==> src/rtl/wkc_pkg.sv <==
package wkc_pkg;

    localparam int DAY_W = 3;
    localparam int HR_W  = 5;
    localparam int MIN_W = 6;
    localparam int SEC_W = 6;

    localparam int DAYS  = 7;
    localparam int HOURS = 24;
    localparam int MINS  = 60;
    localparam int SECS  = 60;

    localparam int OPEN_DAY  = 0;
    localparam int OPEN_HR   = 9;
    localparam int CLOSE_DAY = 4;
    localparam int CLOSE_HR  = 17;

    typedef struct packed {
        logic [DAY_W-1:0] day;
        logic [HR_W-1:0]  hr;
        logic [MIN_W-1:0] mn;
        logic [SEC_W-1:0] sc;
    } wk_time_t;

    typedef struct packed {
        logic     off;
        wk_time_t left;
    } wk_remain_t;

    function automatic logic time_ok(wk_time_t t);
        return (int'(t.day) < DAYS) && (int'(t.hr) < HOURS) &&
               (int'(t.mn) < MINS) && (int'(t.sc) < SECS);
    endfunction

    function automatic wk_time_t advance(wk_time_t t);
        wk_time_t n;
        n = t;
        if (int'(t.sc) == SECS - 1) begin
            n.sc = '0;
            if (int'(t.mn) == MINS - 1) begin
                n.mn = '0;
                if (int'(t.hr) == HOURS - 1) begin
                    n.hr = '0;
                    if (int'(t.day) == DAYS - 1) n.day = '0;
                    else                         n.day = t.day + 1'b1;
                end else begin
                    n.hr = t.hr + 1'b1;
                end
            end else begin
                n.mn = t.mn + 1'b1;
            end
        end else begin
            n.sc = t.sc + 1'b1;
        end
        return n;
    endfunction

    function automatic logic in_window(wk_time_t t);
        int d;
        int h;
        d = int'(t.day);
        h = int'(t.hr);
        return (d > OPEN_DAY && d < CLOSE_DAY) ||
               (d == OPEN_DAY && h >= OPEN_HR) ||
               (d == CLOSE_DAY && h < CLOSE_HR);
    endfunction

    // Field-wise subtraction of t from the closing instant, borrowing upward.
    function automatic wk_remain_t remaining(wk_time_t t);
        wk_remain_t r;
        int bs;
        int mm;
        int bm;
        int hh;
        int bh;
        r = '0;
        if (!in_window(t)) begin
            r.off = 1'b1;
        end else begin
            bs = (t.sc != '0) ? 1 : 0;
            r.left.sc = SEC_W'((bs != 0) ? (SECS - int'(t.sc)) : 0);
            mm = int'(t.mn) + bs;
            bm = (mm != 0) ? 1 : 0;
            r.left.mn = MIN_W'((bm != 0) ? (MINS - mm) : 0);
            hh = int'(t.hr) + bm;
            if (hh <= CLOSE_HR) begin
                r.left.hr = HR_W'(CLOSE_HR - hh);
                bh = 0;
            end else begin
                r.left.hr = HR_W'(CLOSE_HR + HOURS - hh);
                bh = 1;
            end
            r.left.day = DAY_W'(CLOSE_DAY - int'(t.day) - bh);
        end
        return r;
    endfunction

endpackage

==> src/rtl/wkc_phase.sv <==
module wkc_phase #(
    parameter int TICKS_PER_SEC = 2
) (
    input  logic clk,
    input  logic rst,
    input  logic tick_en,
    input  logic load,
    output logic sec_pulse
);

    generate
        if (TICKS_PER_SEC <= 1) begin : g_direct
            assign sec_pulse = tick_en & ~load;
        end else begin : g_count
            localparam int CW = $clog2(TICKS_PER_SEC);
            localparam logic [CW-1:0] LAST = CW'(TICKS_PER_SEC - 1);
            logic [CW-1:0] cnt_q;

            assign sec_pulse = tick_en && !load && (cnt_q == LAST);

            always_ff @(posedge clk) begin
                if (rst || load) begin
                    cnt_q <= '0;
                end else if (tick_en) begin
                    cnt_q <= (cnt_q == LAST) ? '0 : cnt_q + 1'b1;
                end
            end


            phase_range_chk: assert property (@(posedge clk) disable iff (rst)
                cnt_q <= LAST);


            phase_clear_chk: assert property (@(posedge clk) disable iff (rst)
                load |=> cnt_q == '0);
        end
    endgenerate

endmodule

==> src/rtl/wkc_clock.sv <==
module wkc_clock
    import wkc_pkg::*;
(
    input  logic     clk,
    input  logic     rst,
    input  logic     load,
    input  wk_time_t load_t,
    input  logic     sec_pulse,
    output wk_time_t now_q,
    output wk_time_t now_d
);

    always_comb begin
        if (load)           now_d = load_t;
        else if (sec_pulse) now_d = advance(now_q);
        else                now_d = now_q;
    end

    always_ff @(posedge clk) begin
        if (rst) now_q <= '0;
        else     now_q <= now_d;
    end


    clock_range_chk: assert property (@(posedge clk) disable iff (rst)
        int'(now_q.day) < DAYS && int'(now_q.hr) < HOURS &&
        int'(now_q.mn) < MINS && int'(now_q.sc) < SECS);


    load_take_chk: assert property (@(posedge clk) disable iff (rst)
        load |=> now_q == $past(load_t));


    idle_hold_chk: assert property (@(posedge clk) disable iff (rst)
        !load && !sec_pulse |=> $stable(now_q));


    sec_move_chk: assert property (@(posedge clk) disable iff (rst)
        !load && sec_pulse |=> now_q != $past(now_q));

endmodule

==> src/rtl/wkc_remain.sv <==
module wkc_remain
    import wkc_pkg::*;
(
    input  logic       clk,
    input  logic       rst,
    input  wk_time_t   now_d,
    output wk_remain_t rem_q
);

    wk_remain_t rem_d;

    always_comb rem_d = remaining(now_d);

    always_ff @(posedge clk) begin
        if (rst) begin
            rem_q     <= '0;
            rem_q.off <= 1'b1;
        end else begin
            rem_q <= rem_d;
        end
    end


    off_zero_chk: assert property (@(posedge clk) disable iff (rst)
        rem_q.off |-> rem_q.left == '0);


    left_range_chk: assert property (@(posedge clk) disable iff (rst)
        !rem_q.off |-> (rem_q.left != '0) && int'(rem_q.left.sc) < SECS &&
                       int'(rem_q.left.mn) < MINS && int'(rem_q.left.hr) < HOURS &&
                       int'(rem_q.left.day) <= CLOSE_DAY);

endmodule

==> src/rtl/wk_countdown.sv <==
module wk_countdown
    import wkc_pkg::*;
#(
    parameter int TICKS_PER_SEC = 2
) (
    input  logic             clk,
    input  logic             rst,
    input  logic             tick_en,
    input  logic             set_en,
    input  logic [DAY_W-1:0] set_day,
    input  logic [HR_W-1:0]  set_hr,
    input  logic [MIN_W-1:0] set_min,
    input  logic [SEC_W-1:0] set_sec,
    output logic [DAY_W-1:0] cur_day,
    output logic [HR_W-1:0]  cur_hr,
    output logic [MIN_W-1:0] cur_min,
    output logic [SEC_W-1:0] cur_sec,
    output logic [DAY_W-1:0] rem_day,
    output logic [HR_W-1:0]  rem_hr,
    output logic [MIN_W-1:0] rem_min,
    output logic [SEC_W-1:0] rem_sec,
    output logic             weekend
);

    wk_time_t   set_t;
    wk_time_t   now_q;
    wk_time_t   now_d;
    wk_remain_t rem_q;
    logic       load;
    logic       sec_pulse;

    assign set_t = '{day: set_day, hr: set_hr, mn: set_min, sc: set_sec};
    assign load  = set_en && time_ok(set_t);

    wkc_phase #(.TICKS_PER_SEC(TICKS_PER_SEC)) phase_i (
        .clk       (clk),
        .rst       (rst),
        .tick_en   (tick_en),
        .load      (load),
        .sec_pulse (sec_pulse)
    );

    wkc_clock clock_i (
        .clk       (clk),
        .rst       (rst),
        .load      (load),
        .load_t    (set_t),
        .sec_pulse (sec_pulse),
        .now_q     (now_q),
        .now_d     (now_d)
    );

    wkc_remain remain_i (
        .clk   (clk),
        .rst   (rst),
        .now_d (now_d),
        .rem_q (rem_q)
    );

    assign cur_day = now_q.day;
    assign cur_hr  = now_q.hr;
    assign cur_min = now_q.mn;
    assign cur_sec = now_q.sc;
    assign rem_day = rem_q.left.day;
    assign rem_hr  = rem_q.left.hr;
    assign rem_min = rem_q.left.mn;
    assign rem_sec = rem_q.left.sc;
    assign weekend = rem_q.off;


    reject_hold_chk: assert property (@(posedge clk) disable iff (rst)
        set_en && !load && !tick_en |=> $stable(now_q));


    rem_follow_chk: assert property (@(posedge clk) disable iff (rst)
        $stable(now_q) |-> $stable(rem_q));

endmodule

==> config.mk <==
export PLATFORM = sky130hd
export DESIGN_NAME = wk_countdown
export DESIGN_NICKNAME = d
export VERILOG_FILES = /design/src/rtl/wkc_pkg.sv /design/src/rtl/wkc_phase.sv /design/src/rtl/wkc_clock.sv /design/src/rtl/wkc_remain.sv /design/src/rtl/wk_countdown.sv
export SDC_FILE = /design/constraint.sdc
export NUM_CORES = 1
export LEC_CHECK = 0
export ABC_CLOCK_PERIOD_IN_PS = 6400
export BUFFER_PORTS_ARGS = -buffer_cell sky130_fd_sc_hd__buf_2
export CORE_MARGIN = 10
export CORE_UTILIZATION = 44
export CTS_BUF_LIST = sky130_fd_sc_hd__clkbuf_8 sky130_fd_sc_hd__clkbuf_16
export DETAILED_ROUTE_END_ITERATION = 12
export HOLD_SLACK_MARGIN = 0.15
export MAX_ROUTING_LAYER = met4
export PLACE_DENSITY = 0.67
export REMOVE_ABC_BUFFERS = 1
export SYNTH_ARGS = -nofsm -noshare
export SYNTH_HDL_FRONTEND = slang
export SYNTH_HIERARCHICAL = 1
export SYNTH_SLANG_ARGS = --single-unit
==> constraint.sdc <==
create_clock -name clk -period 6.4 [get_ports clk]
set_clock_uncertainty 0.05 [all_clocks]
set_input_delay 0.96 -clock clk [delete_from_list [all_inputs] [get_ports clk]]
set_output_delay 0.96 -clock clk [all_outputs]
set_load 0.02 [all_outputs]
Word-level counts from Yosys, hierarchy flattened:

Cells that the tools add are included.

* add/sub/neg operators: 13
* bitwise operators: 3
* muxes and demuxes: 16
* equality and inequality tests: 5
* reductions and logical operators: 21
* $lt $le $gt $ge: 9

Operators by type and width (number)
* 32-bit nonzero test: 3
* 20-bit two-way mux: 2
* 32-bit by 6-bit less-or-equal comparator with 1-bit output, second input constant: 1
* 14-bit two-way mux: 1
* 6-bit by 1-bit adder with 6-bit output, second input constant: 2
* 6-bit by 4-bit == test with 1-bit output, second input constant: 2
* 6-bit less-than comparator, second input constant: 2
* 6-bit two-way mux: 2
* 5-bit less-than comparator, second input constant: 2
* 5-bit two-way mux: 2
* 5-bit subtractor, first input constant: 2
* 1-bit logical AND: 9
* 3-bit two-way mux: 3
* 8-bit two-way mux: 1
* 6-bit by 1-bit adder with 7-bit output: 1
* 5-bit by 1-bit adder with 6-bit output: 1
* 3-bit less-than comparator, second input constant: 2
* 6-bit nonzero test: 1
* 3-bit OR reduction: 2
* 3-bit by 6-bit subtractor with 6-bit output, first input constant: 1
* 6-bit subtractor, first input constant: 1
* 5-bit by 1-bit adder with 5-bit output, second input constant: 1
* 5-bit == test, second input constant: 1
* 5-bit by 4-bit >= comparator with 1-bit output, second input constant: 1
* 13 further kinds: 21

* register bits after elaboration: 42
* logic and storage cells: 77
* bits of input ports: 24

Depth between registers and ports, before layout:

Gate-level depths: netlist of the first run.

* depth after elaboration: 20
* mapped depth: 28
* mapped depth without buffers: 27

Cells and area by module:

Netlist of the first run, hierarchy kept.

By module, submodules not included
* wkc_clock: sequential area each 400.4 um^2, cells each 196, times used 1, area each 1433.9 um^2
* wkc_remain: sequential area each 420.4 um^2, cells each 140, times used 1, area each 1231.2 um^2
* wkc_phase: sequential area each 20.0 um^2, cells each 5, times used 1, area each 46.3 um^2
* wk_countdown: sequential area each 0.0 um^2, cells each 5, times used 1, area each 33.8 um^2

Worst setup path before layout of the first run:

OpenSTA, ideal clock, no wires.

* path kind: input-to-reg
* from: input port set_en
* to: register, netlist name remain_i/rem_q[16]
* setup slack: 752 ps
* data required time: 6236 ps
* setup time: 114 ps
* arrival time: 5483 ps
* cell stages on the path: 25
* cells stage by stage: a21boi_1 -> and4_1 -> nor2_1 -> clkbuf_1 -> nand2_1 -> nor2_1 -> or4_1 -> nand2_1 -> nor3_1 -> nand3b_1 -> ha_1 -> ha_1 -> or3_1 -> a211oi_1 -> inv_1 -> ha_1 -> ha_1 -> inv_1 -> a21boi_0 -> o221ai_1 -> inv_1 -> ha_1 -> a31oi_1 -> xor2_1 -> nor2_1

RTL lines
* start: declaration: RTL line wk_countdown.sv:9 `input logic set_en,`

==> results of run 1 <==
[per-stage QoR]
step | setup WS (ns) | instances | utilization
2_1_floorplan | 0.260 | 329 | -
4_1_cts | 0.464 | 481 | 0.540
3_5_place_dp | 0.173 | 473 | 0.522
3_3_place_gp | 0.360 | 473 | 0.522
5_1_grt | 0.0883 | 481 | 0.540
6_report | 0.566 | 481 | 0.540
[power by group through the flow]
stage	sequential (mW)	combinational (mW)	clock, mW
after CTS	0.316	0.298	0.217
final	0.316	0.296	0.212
after global placement	0.321	0.295	0
after floorplan	0.363	0.165	0
after global routing	0.320	0.333	0.226
after detailed placement	0.322	0.296	0
[cell usage in the layout, fill, tap and decap left out, types with 2 or more instances in the layout]
| cell | instances |
|---|---|
| a311oi_1 | 3 |
| a31oi_1 | 6 |
| buf_2 | 64 |
| nand2_1 | 22 |
| and3_1 | 3 |
| nor3b_1 | 4 |
| o21a_1 | 5 |
| o31ai_1 | 2 |
| ha_1 | 14 |
| inv_1 | 20 |
| o21ai_0 | 8 |
| nor4_1 | 2 |
| mux2i_1 | 2 |
| xor2_1 | 2 |
| nand3b_1 | 3 |
| nor3_1 | 11 |
| clkbuf_8 | 5 |
| a21boi_0 | 2 |
| a211oi_1 | 8 |
| nor2b_1 | 8 |
| nand3_1 | 10 |
| and2_1 | 3 |
| buf_4 | 5 |
| o211a_1 | 2 |
| nand4b_1 | 2 |
| dfxtp_1 | 42 |
| and2_2 | 3 |
| a21oi_1 | 19 |
| mux2_2 | 3 |
| or4_1 | 3 |
| nor3_2 | 2 |
| and3_2 | 3 |
| nand2b_1 | 3 |
| xnor2_1 | 15 |
| nand4_1 | 8 |
| nor2_1 | 53 |
[area by class of cell]
class,instances,area [µm²]
fill,597,2750
timing repair buffer,69,358
multi-input combinational,265,1750
tap,75,93.8
inverter,22,85.1
sequential,42,841
clock buffer,5,68.8
clock inverter,3,41.3
[cell families after synthesis]
family	synth area share
fa+ha+maj	0.0638
compound gates	0.185
simple gates	0.308
buf+inv	0.0574
flops	0.306
mux	0.0251
xor+xnor	0.0542
[layer usage]
metal / share of wire / up-vias
li1: - / 1350
met1: 0.45 / 1266
met2: 0.47 / 97
met3: 0.066 / 10
met4: 0.015 / 0
met5: 0 / -
[sequential cells by signal, indices dropped and copies added (netlist names)]
| register | count |
|---|---|
| phase_i/g_count.cnt_q | 1 |
| clock_i/now_q | 20 |
| remain_i/rem_q | 21 |
[worst max-delay path, stage by stage]
cell	delay, ns
buf_2	0.09
nand4_1	0.12
and4_1	0.27
nor2_2	0.29
nand2_1	0.21
nor2_1	0.29
or4_1	0.19
nand2_1	0.08
nor3_1	0.23
nand3b_1	0.17
ha_1	0.26
ha_1	0.27
or3_1	0.41
a211oi_1	0.25
inv_1	0.12
ha_1	0.21
ha_1	0.34
inv_1	0.13
a21boi_0	0.10
o221ai_1	0.23
inv_1	0.07
ha_1	0.30
a31oi_1	0.17
xor2_1	0.15
nor2_1	0.05
[worst max path at each step]
stage	cells past startpoint	to
6_report	25	remain_i/rem_q[16]
5_1_grt	25	remain_i/rem_q[16]
4_1_cts	25	remain_i/rem_q[16]
3_5_place_dp	25	remain_i/rem_q[16]
3_3_place_gp	25	remain_i/rem_q[16]
2_1_floorplan	26	remain_i/rem_q[16]
==> results.md, run 1 <==
* Leakage power at between 1 and 1.5 nW
* Net switching power at 0.297 mW
* Reg2Reg Capture Point: remain_i/rem_q[16]
* First-pass GRT wire length at 12700 µm
* Setup TNS at 0 ns
* Outcome: complete, no violations
* Pwr Density at 255 nW/µm²
* Final hold slack at 0.511 ns
* Dpl hpwl at 5780 µm
* N_diodes at 0
* Vias/cell at between 5 and 6
* F_max at roughly 170 MHz
* Die H at 99.0 µm
* Remaining global-route overflow at 0
* Post-Layout Inst Area at 3240 µm²
* Final net count at 443
* FF-to-FF setup slack at 1.20 ns
* Worst reg2reg path depth at 22
* Count leader, synth: nor2_1
* RePlAce Congestion at ~0.93
* Design internal power at 0.527 mW
* CTS sink cnt at 42
* IO Port Bufs at 64
* Critical path type: input port to flip-flop
* Clock transition at path regs at about 0.080 ns
* Initial antenna violation count at 0
* Post-synth top cells: nor2_1 (54), dfxtp_1 (42), nand2_1 (22)
* Unrepaired setup endpoints after global routing: false
* Switching fraction of total power at 0.361
* Fin crit share at 0.912
* DRC Markers at 0
* Htree depth at 2
* Area grow syn2layout at 17.9%
* Post-DRT Antenna Nets at 0
* Total Power at just over 0.8 mW
* WP data required at 6.54 ns
* Most used DFF post-synth: dfxtp_1
* CTS tree: built
* Cell area after synthesis at 2750 µm²
* Final Hold Vio Count at 0
* Vias post-DR at 2723
* Setup Fix Bufs, Post-CTS at 0
* WHS Path Cells at 2
* Clock power share at 0.257
* Min-delay worst type: flip-flop to flip-flop
* Drt wl/cell at about 16 µm
* Largest net degree at the start of global routing at 36
* Dpl cell area at 3120 µm²
* Synth area leader: dfxtp_1
* Die X at 99.0 µm
* # setup viols final at 0
* Synth top area cells: dfxtp_1 (31%), nor2_1 (7.4%), ha_1 (6.4%), xnor2_1 (4.8%), a21oi_1 (3.5%)
* Share of layout cells above drive strength 1 at 0.246
* CP Launch Type: input port
* Average footprint of a synthesized cell at slightly below 8 µm²
* Mapped Cells at 346
* Vias in the first global route at 2682
* DIE AREA at 9800 µm²
* Max-Cap Viols at 0
* Synth top area share at 0.306
* Slew headroom at 0.583
* Row cnt at 28
* CTS resizes at 0
* Warnings from Yosys at 6
* Sequential element share of the synthesized area at 0.306
* Slew at the pin closest to its max-slew limit at 0.625 ns
* Worst hold start: phase_i/g_count.cnt_q
* Worst Setup End Kind: flip-flop
* Arr. time, crit path at about 6 ns
* CTS Hold Bufs at 0
* Sequential power share at 0.384
* Crit path from: set_sec[3]
* GR Util met3 at 0.0419
* Synthesized flop and latch total at 42
* Clock root cell: clkbuf_8
* Hold path endpoint: phase_i/g_count.cnt_q
* Max clock buf depth at 2
* Placeable Area at 5990 µm²
* M2 GR Usage at 0.255
* Initial Util at 0.458
* CTS buffer count at 5
* Synth cell types at between 70 and 80
* Drt total wl at 7580 µm
* I/O Pins at 65
* CP max FO at 8
* Critical R2R Launch: clock_i/now_q[3]
* Slew Limit Fails at 0
* Combinational fraction of design power at 0.359
* Post-synth EDFFs at 0
* Later-pin clock latency in the skew report at 0.29 ns
* Initial DRC Count at 213
* Async set-reset flop share out of synthesis at 0
* Busiest grt layer: met2
* Drt pass-1 iters at 4
* Final critical-path required period at 5.83 ns
* Worst VDD drop at 0.116 mV
* Overall fraction of global-route tracks in use at 0.156
* GR Util met1 at 0.185
(Power assumes the default switching activity.)
==> inputs of run 2 (changes only) <==
- PLACE_DENSITY: 0.67 -> 0.65
==> run 2 against run 1 <==
Compared with the run above: worst setup slack got worse by 0.027 ns; non-clock buffer count did not move; sequential share of layout area barely moved; die area did not move; register-to-register slack improved by 0.06 ns; utilization rose by 0.063 points; critical path type unchanged; critical endpoint unchanged; largest cell class unchanged; largest power group unchanged.
==> results.md, run 2 (synthesized netlist as in run 1, its figures left out) <==
* F_max at 171 MHz (about the same)
* # setup viols final at 0 (unchanged)
* Die H at 99.0 µm (unchanged)
* Max-Cap Viols at 0 (unchanged)
* Final std cells w/o fill at 481 (unchanged)
* Final net count at 443 (unchanged)
* N_diodes at 0 (unchanged)
* Cell family with most CP delay: simple AND/OR/NAND/NOR gates (unchanged)
* Dpl hpwl at 5790 µm (was 5780 µm)
* Post-Layout Inst Area at 3240 µm² (about the same)
* CTS tree: built (unchanged)
* Most common cell after layout, fill and taps aside: buf_2 (unchanged)
* Leakage power at 1.44 nW (about the same)
* Setup Fix Bufs, Post-CTS at 0 (unchanged)
* CP max stage delay at 0.42 ns (was 0.41 ns)
* Later-pin clock latency in the skew report at 0.29 ns (about the same)
* Min-delay worst type: flip-flop to flip-flop (unchanged)
* DRC Markers at 0 (unchanged)
* Largest net degree at the start of global routing at 37 (was 36)
* Placed Cells at 473 (unchanged)
* Htree depth at 2 (unchanged)
* Initial DRC Count at 192 (was 213)
* Remaining global-route overflow at 0 (unchanged)
* CP max stage cell: or3_1 (unchanged)
* WP data required at 6.55 ns (was 6.54 ns)
* Commonest cells after routing, fill and taps aside: buf_2 (64), nor2_1 (53), dfxtp_1 (42) (unchanged)
* Unrepaired setup endpoints after global routing: false (unchanged)
* Setup TNS at 0 ns (unchanged)
* Final hold slack at 0.514 ns (was 0.511 ns)
* CP max FO at 8 (unchanged)
* Arr. time, crit path at 6.01 ns (was 5.98 ns)
* Clock transition at path regs at 0.09 ns (was 0.08 ns)
* I/O Pins at 65 (unchanged)
* Post-DRT Antenna Nets at 0 (unchanged)
* IO Port Bufs at 64 (unchanged)
* Drt pass-1 iters at 5 (was 4)
* Top flop regs: remain_i/rem_q x21, clock_i/now_q x20, phase_i/g_count.cnt_q x1 (unchanged)
* Fill count at 599 (was 597)
* Buf+Inv Stages, Crit Path at 4 (unchanged)
* First-pass GRT wire length at 12400 µm (was 12700 µm)
* Drt total wl at 7520 µm (was 7580 µm)
* Max FFs per register at 21 (unchanged)
* Initial Util at 0.458 (unchanged)
* Initial antenna violation count at 0 (unchanged)
* Die X at 99.0 µm (unchanged)
* Row cnt at 28 (unchanged)
* CTS buffer count at 5 (unchanged)
* Worst Setup End Kind: flip-flop (unchanged)
* Share of layout cells above drive strength 1 at 0.246 (unchanged)
* Final critical-path required period at 5.86 ns (was 5.83 ns)
* Area grow syn2layout at 18.0% (was 17.9%)
* Critical path type: input port to flip-flop (unchanged)
* Slew at the pin closest to its max-slew limit at 0.637 ns (was 0.625 ns)
* Outcome: complete, no violations (unchanged)
* Most Frequent Cell on Critical Path: ha_1 (unchanged)
* Max clock buf depth at 2 (unchanged)
* Fin crit share at 0.916 (was 0.912)
* RePlAce Congestion at 0.886 (was 0.929)
* Slew headroom at 0.575 (was 0.583)
* CP Launch Type: input port (unchanged)
* Slew Limit Fails at 0 (unchanged)
* Vias/cell at 5.77 (was 5.66)
* Final setup margin at 0.539 ns (was 0.566 ns)
* Overall fraction of global-route tracks in use at 0.153 (was 0.156)
* DIE AREA at 9800 µm² (unchanged)
* Worst VDD drop at 0.116 mV (about the same)
* Pwr Density at 255 nW/µm² (about the same)
* Drt wl/cell at 15.6 µm (was 15.8 µm)
* Vias post-DR at 2775 (was 2723)
* CTS sink cnt at 42 (unchanged)
* Clock root cell: clkbuf_8 (unchanged)
* Dpl cell area at 3120 µm² (unchanged)
* Largest Register: remain_i/rem_q (unchanged)
* Worst slack at placement at 0.187 ns (was 0.173 ns)
* Final Hold Vio Count at 0 (unchanged)
* Vias in the first global route at 2659 (was 2682)
* Placeable Area at 5990 µm² (unchanged)
run 2: cell types whose count changed in the layout (fill, tap and decap cells not counted):
| cell | change |
|---|---|
| buf_4 | -1 |
| buf_6 | +1 |
run 2: stage by stage:
| step | total power, mW | utilization |
|---|---|---|
| CTS | 0.835 | 0.540 |
| global placement | 0.615 | 0.522 |
| finish | 0.825 | 0.541 |
| detailed placement | 0.618 | 0.522 |
| global route | 0.878 | 0.541 |
| floorplan | 0.528 | - |
run 2: worst register-to-register path: stages, from the launching register on:
cell and delay (ns):
dfxtp_1 0.39, ha_1 0.34, nand2_1 0.22, nor2_1 0.28, or4_1 0.18, nand2_1 0.08, nor3_1 0.28, nand3b_1 0.18
ha_1 0.27, ha_1 0.27, or3_1 0.42, a211oi_1 0.26, inv_1 0.12, ha_1 0.20, ha_1 0.32, inv_1 0.13
a21boi_0 0.10, o221ai_1 0.22, inv_1 0.07, ha_1 0.30, a31oi_1 0.17, xor2_1 0.15, nor2_1 0.05
run 2: layout make-up:
cell class	count	area [µm²]	share of cell area
Clock buffer	5	68.8	0.0212
Multi-Input combinational cell	265	1750	0.540
Clock inverter	3	41.3	0.0127
Tap cell	75	93.8	0.0290
Inverter	22	85.1	0.0263
Sequential cell	42	841	0.259
Timing Repair Buffer	69	362	0.112
run 2: routing by layer:
layer  vias to the layer above  global-route usage  share of wire
met5                         -                   -              0
met4                         0              0.0463          0.012
met3                         9              0.0454          0.072
met2                       107               0.253           0.49
met1                      1297               0.173           0.43
li1                       1362                   -              -
run 2: path summary, 6_finish.rpt:
path                          from               endpoint  slack (ns)  cells after the start
min          phase_i/g_count.cnt_q  phase_i/g_count.cnt_q        0.51                      2
max                     set_sec[3]     remain_i/rem_q[16]        0.54                     25
min reg2reg  phase_i/g_count.cnt_q  phase_i/g_count.cnt_q        0.51                      2
max reg2reg       clock_i/now_q[0]     remain_i/rem_q[16]        1.26                     22
run 2: where the power goes:
| part | internal, mW | total (mW) | leakage [nW] | switching (mW) |
|---|---|---|---|---|
| combinational | 0.116 | 0.295 | 1.03 | 0.179 |
| clock | 0.115 | 0.214 | 0.0556 | 0.0989 |
| sequential | 0.296 | 0.316 | 0.346 | 0.0199 |
| total | 0.527 | 0.825 | 1.44 | 0.298 |
run 2: repair_timing:
action	in CTS	in global routing
hold buffers	0	0
endpoints found under the setup margin	0	1
resized for setup	0	2
==> inputs of run 3 (changes only) <==
- ABC_CLOCK_PERIOD_IN_PS: 6400 -> 5500
- BUFFER_PORTS_ARGS: -buffer_cell sky130_fd_sc_hd__buf_2 -> default
- DONT_BUFFER_PORTS: default -> 1
- PLACE_DENSITY: 0.65 -> 0.57
- clock period: 6.4 -> 5.5 ns (I/O delays scaled with it)
==> run 3 against run 2 <==
Compared with the run above: combinational power is 6% lower; via count down 9.0%; power grew 15%.
==> results.md, run 3 (synthesized netlist as in run 1, its figures left out) <==
* FF-to-FF setup slack at 0.55 ns (was 1.26 ns)
* Net switching power at 0.327 mW (was 0.298 mW)
* CTS resizes at 0 (unchanged)
* Most common cell after layout, fill and taps aside: nor2_1 (was buf_2)
* Vias/cell at 5.70 (was 5.77)
* Leakage power at 1.27 nW (was 1.44 nW)
* CTS buffer count at 5 (unchanged)
* Placeable Area at 5990 µm² (unchanged)
* Clock transition at path regs at 0.08 ns (was 0.09 ns)
* Largest net degree at the start of global routing at 23 (was 37)
* Fin crit share at 0.941
* Switching fraction of total power at 0.345 (was 0.361)
* I/O Pins at 65 (unchanged)
* Final Hold Vio Count at 0 (unchanged)
* Clock power share at 0.263 (was 0.259)
* Max FFs per register at 21 (unchanged)
* Post-DRT Antenna Nets at 0 (unchanged)
* Initial Util at 0.458 (unchanged)
* Critical R2R Launch: clock_i/now_q[4] (was clock_i/now_q[0])
* Later-pin clock latency in the skew report at 0.30 ns (was 0.29 ns)
* Dpl hpwl at 5900 µm (was 5790 µm)
* Slew headroom at 0.630 (was 0.575)
* Initial antenna violation count at 0 (unchanged)
* Sequential power share at 0.446 (was 0.383)
* Final std cells w/o fill at 443 (was 481)
* Met3 WL post-DR at 724 µm (was 542 µm)
* Largest Register: remain_i/rem_q (unchanged)
* CTS Hold Bufs at 0 (unchanged)
* Worst reg2reg path depth at 21 (was 22)
* Worst hold start: phase_i/g_count.cnt_q (unchanged)
* Drt wl/cell at 16.8 µm (was 15.6 µm)
* Die H at 99.0 µm (unchanged)
* Max clock buf depth at 2 (unchanged)
* Worst Setup End Kind: flip-flop (unchanged)
* Critical path type: input port to flip-flop (unchanged)
* Worst VDD drop at 0.166 mV (was 0.116 mV)
* WP data required at 5.64 ns (was 6.55 ns)
* Top flop regs: remain_i/rem_q x21, clock_i/now_q x20, phase_i/g_count.cnt_q x1 (unchanged)
* Drt total wl at 7460 µm (was 7520 µm)
* Pwr Density at 304 nW/µm² (was 255 nW/µm²)
* Met2 wire len at 3580 µm (was 3670 µm)
* Clock root cell: clkbuf_8 (unchanged)
* N_diodes at 0 (unchanged)
* Row cnt at 28 (unchanged)
* Max-Cap Viols at 0 (unchanged)
* Reg2Reg Capture Point: remain_i/rem_q[18] (was remain_i/rem_q[16])
* Design internal power at 0.621 mW (was 0.527 mW)
* Combinational fraction of design power at 0.291 (was 0.358)
* CTS tree: built (unchanged)
* Initial DRC Count at 147 (was 192)
* Slew at the pin closest to its max-slew limit at 0.551 ns (was 0.637 ns)
* DRC Markers at 0 (unchanged)
* CTS sink cnt at 42 (unchanged)
* Vias in the first global route at 2526 (was 2659)
* Remaining global-route overflow at 0 (unchanged)
* Highest metal used: met4 (unchanged)
* CP Launch Type: input port (unchanged)
* Met1 WL at 3090 µm (was 3220 µm)
* Arr. time, crit path at 5.32 ns (was 6.01 ns)
* First-pass GRT wire length at 12400 µm (about the same)
* Overall fraction of global-route tracks in use at 0.156 (was 0.153)
* Drt pass-1 iters at 4 (was 5)
* # setup viols final at 0 (unchanged)
* Share of layout cells above drive strength 1 at 0.171 (was 0.246)
* F_max at approximately 190 MHz
* Setup Fix Bufs, Post-CTS at 0 (unchanged)
* Commonest cells after routing, fill and taps aside: nor2_1 (54), dfxtp_1 (42), buf_4 (32) (was buf_2 (64), nor2_1 (53), dfxtp_1 (42))
* Min-delay worst type: flip-flop to flip-flop (unchanged)
* WHS Path Cells at 2 (unchanged)
* Area grow syn2layout at 13.8% (was 18.0%)
* Setup TNS at 0 ns (unchanged)
* Slew Limit Fails at 0 (unchanged)
* Final net count at 406 (was 443)
* Hold path endpoint: phase_i/g_count.cnt_q (unchanged)
* DIE AREA at 9800 µm² (unchanged)
* CP max FO at 8 (unchanged)
* RePlAce Congestion at 0.863 (was 0.886)
* Final critical-path required period at 5.17 ns
* Htree depth at 2 (unchanged)
* Die X at 99.0 µm (unchanged)
* Outcome: complete, no violations (unchanged)
* Placed Cells at 436 (was 473)
* IO Port Bufs at 0 (was 64)
* Vias post-DR at 2526 (was 2775)
run 3: how the worst max path moves through the flow:
stage | cells after the start | to | slack [ns] | startpoint
final | 24 | remain_i/rem_q[18] | 0.33 | set_sec[3]
after global routing | 25 | remain_i/rem_q[16] | -0.007 | set_sec[3]
after CTS | 26 | remain_i/rem_q[18] | 0.29 | set_sec[3]
after detailed placement | 26 | remain_i/rem_q[18] | 0.003 | set_sec[3]
after global placement | 24 | remain_i/rem_q[18] | 0.14 | set_sec[3]
after floorplan | 26 | remain_i/rem_q[16] | -0.51 | set_en
run 3: per-layer routing:
metal	vias to the layer above	GRT usage
met5	-	-
met4	0	0.0463
met3	6	0.0545
met2	66	0.255
li1	1279	-
met1	1175	0.176
run 3: critical path, cell delays in order:
cell and delay [ns]:
nand4_1 0.14, and4_1 0.28, nor2_1 0.12, buf_4 0.16
nand4_1 0.15, mux2i_1 0.19, or4_1 0.14, nand2_1 0.07
nor3_1 0.24, nand3b_1 0.14, ha_1 0.22, ha_1 0.21
or3_1 0.42, a211oi_2 0.21, inv_1 0.08, ha_1 0.19
ha_1 0.34, inv_1 0.07, a21boi_0 0.17, o221ai_1 0.17
buf_4 0.16, ha_1 0.17, ha_1 0.26, and2_2 0.16
run 3: layout make-up:
| class | count | area (µm²) |
|---|---|---|
| multi-input combinational | 265 | 1750 |
| fill | 604 | 2870 |
| sequential | 42 | 841 |
| clock buffer | 6 | 82.6 |
| tap | 75 | 93.8 |
| inverter | 22 | 85.1 |
| timing repair buffer | 32 | 240 |
| clock inverter | 1 | 30.0 |
run 3: through the flow:
stage | power (mW) | util | instance area, µm² | hold WS [ns] | setup slack (ns)
4_1_cts | 0.962 | 0.521 | 3120 | 0.514 | 0.291
5_1_grt | 1.01 | 0.522 | 3120 | 0.530 | -0.00664
3_3_place_gp | 0.704 | 0.502 | 3010 | 0.484 | 0.138
2_1_floorplan | 0.614 | - | 2670 | 0.469 | -0.505
3_5_place_dp | 0.708 | 0.502 | 3010 | 0.497 | 0.00326
6_report | 0.948 | 0.522 | 3120 | 0.517 | 0.327
run 3: power by group through the flow:
| stage | Clock, mW | Combinational (mW) | Sequential, mW |
|---|---|---|---|
| after floorplan | 0 | 0.192 | 0.422 |
| after global placement | 0 | 0.271 | 0.433 |
| after detailed placement | 0 | 0.275 | 0.433 |
| after CTS | 0.258 | 0.277 | 0.426 |
| after global routing | 0.268 | 0.317 | 0.430 |
| final | 0.249 | 0.276 | 0.423 |
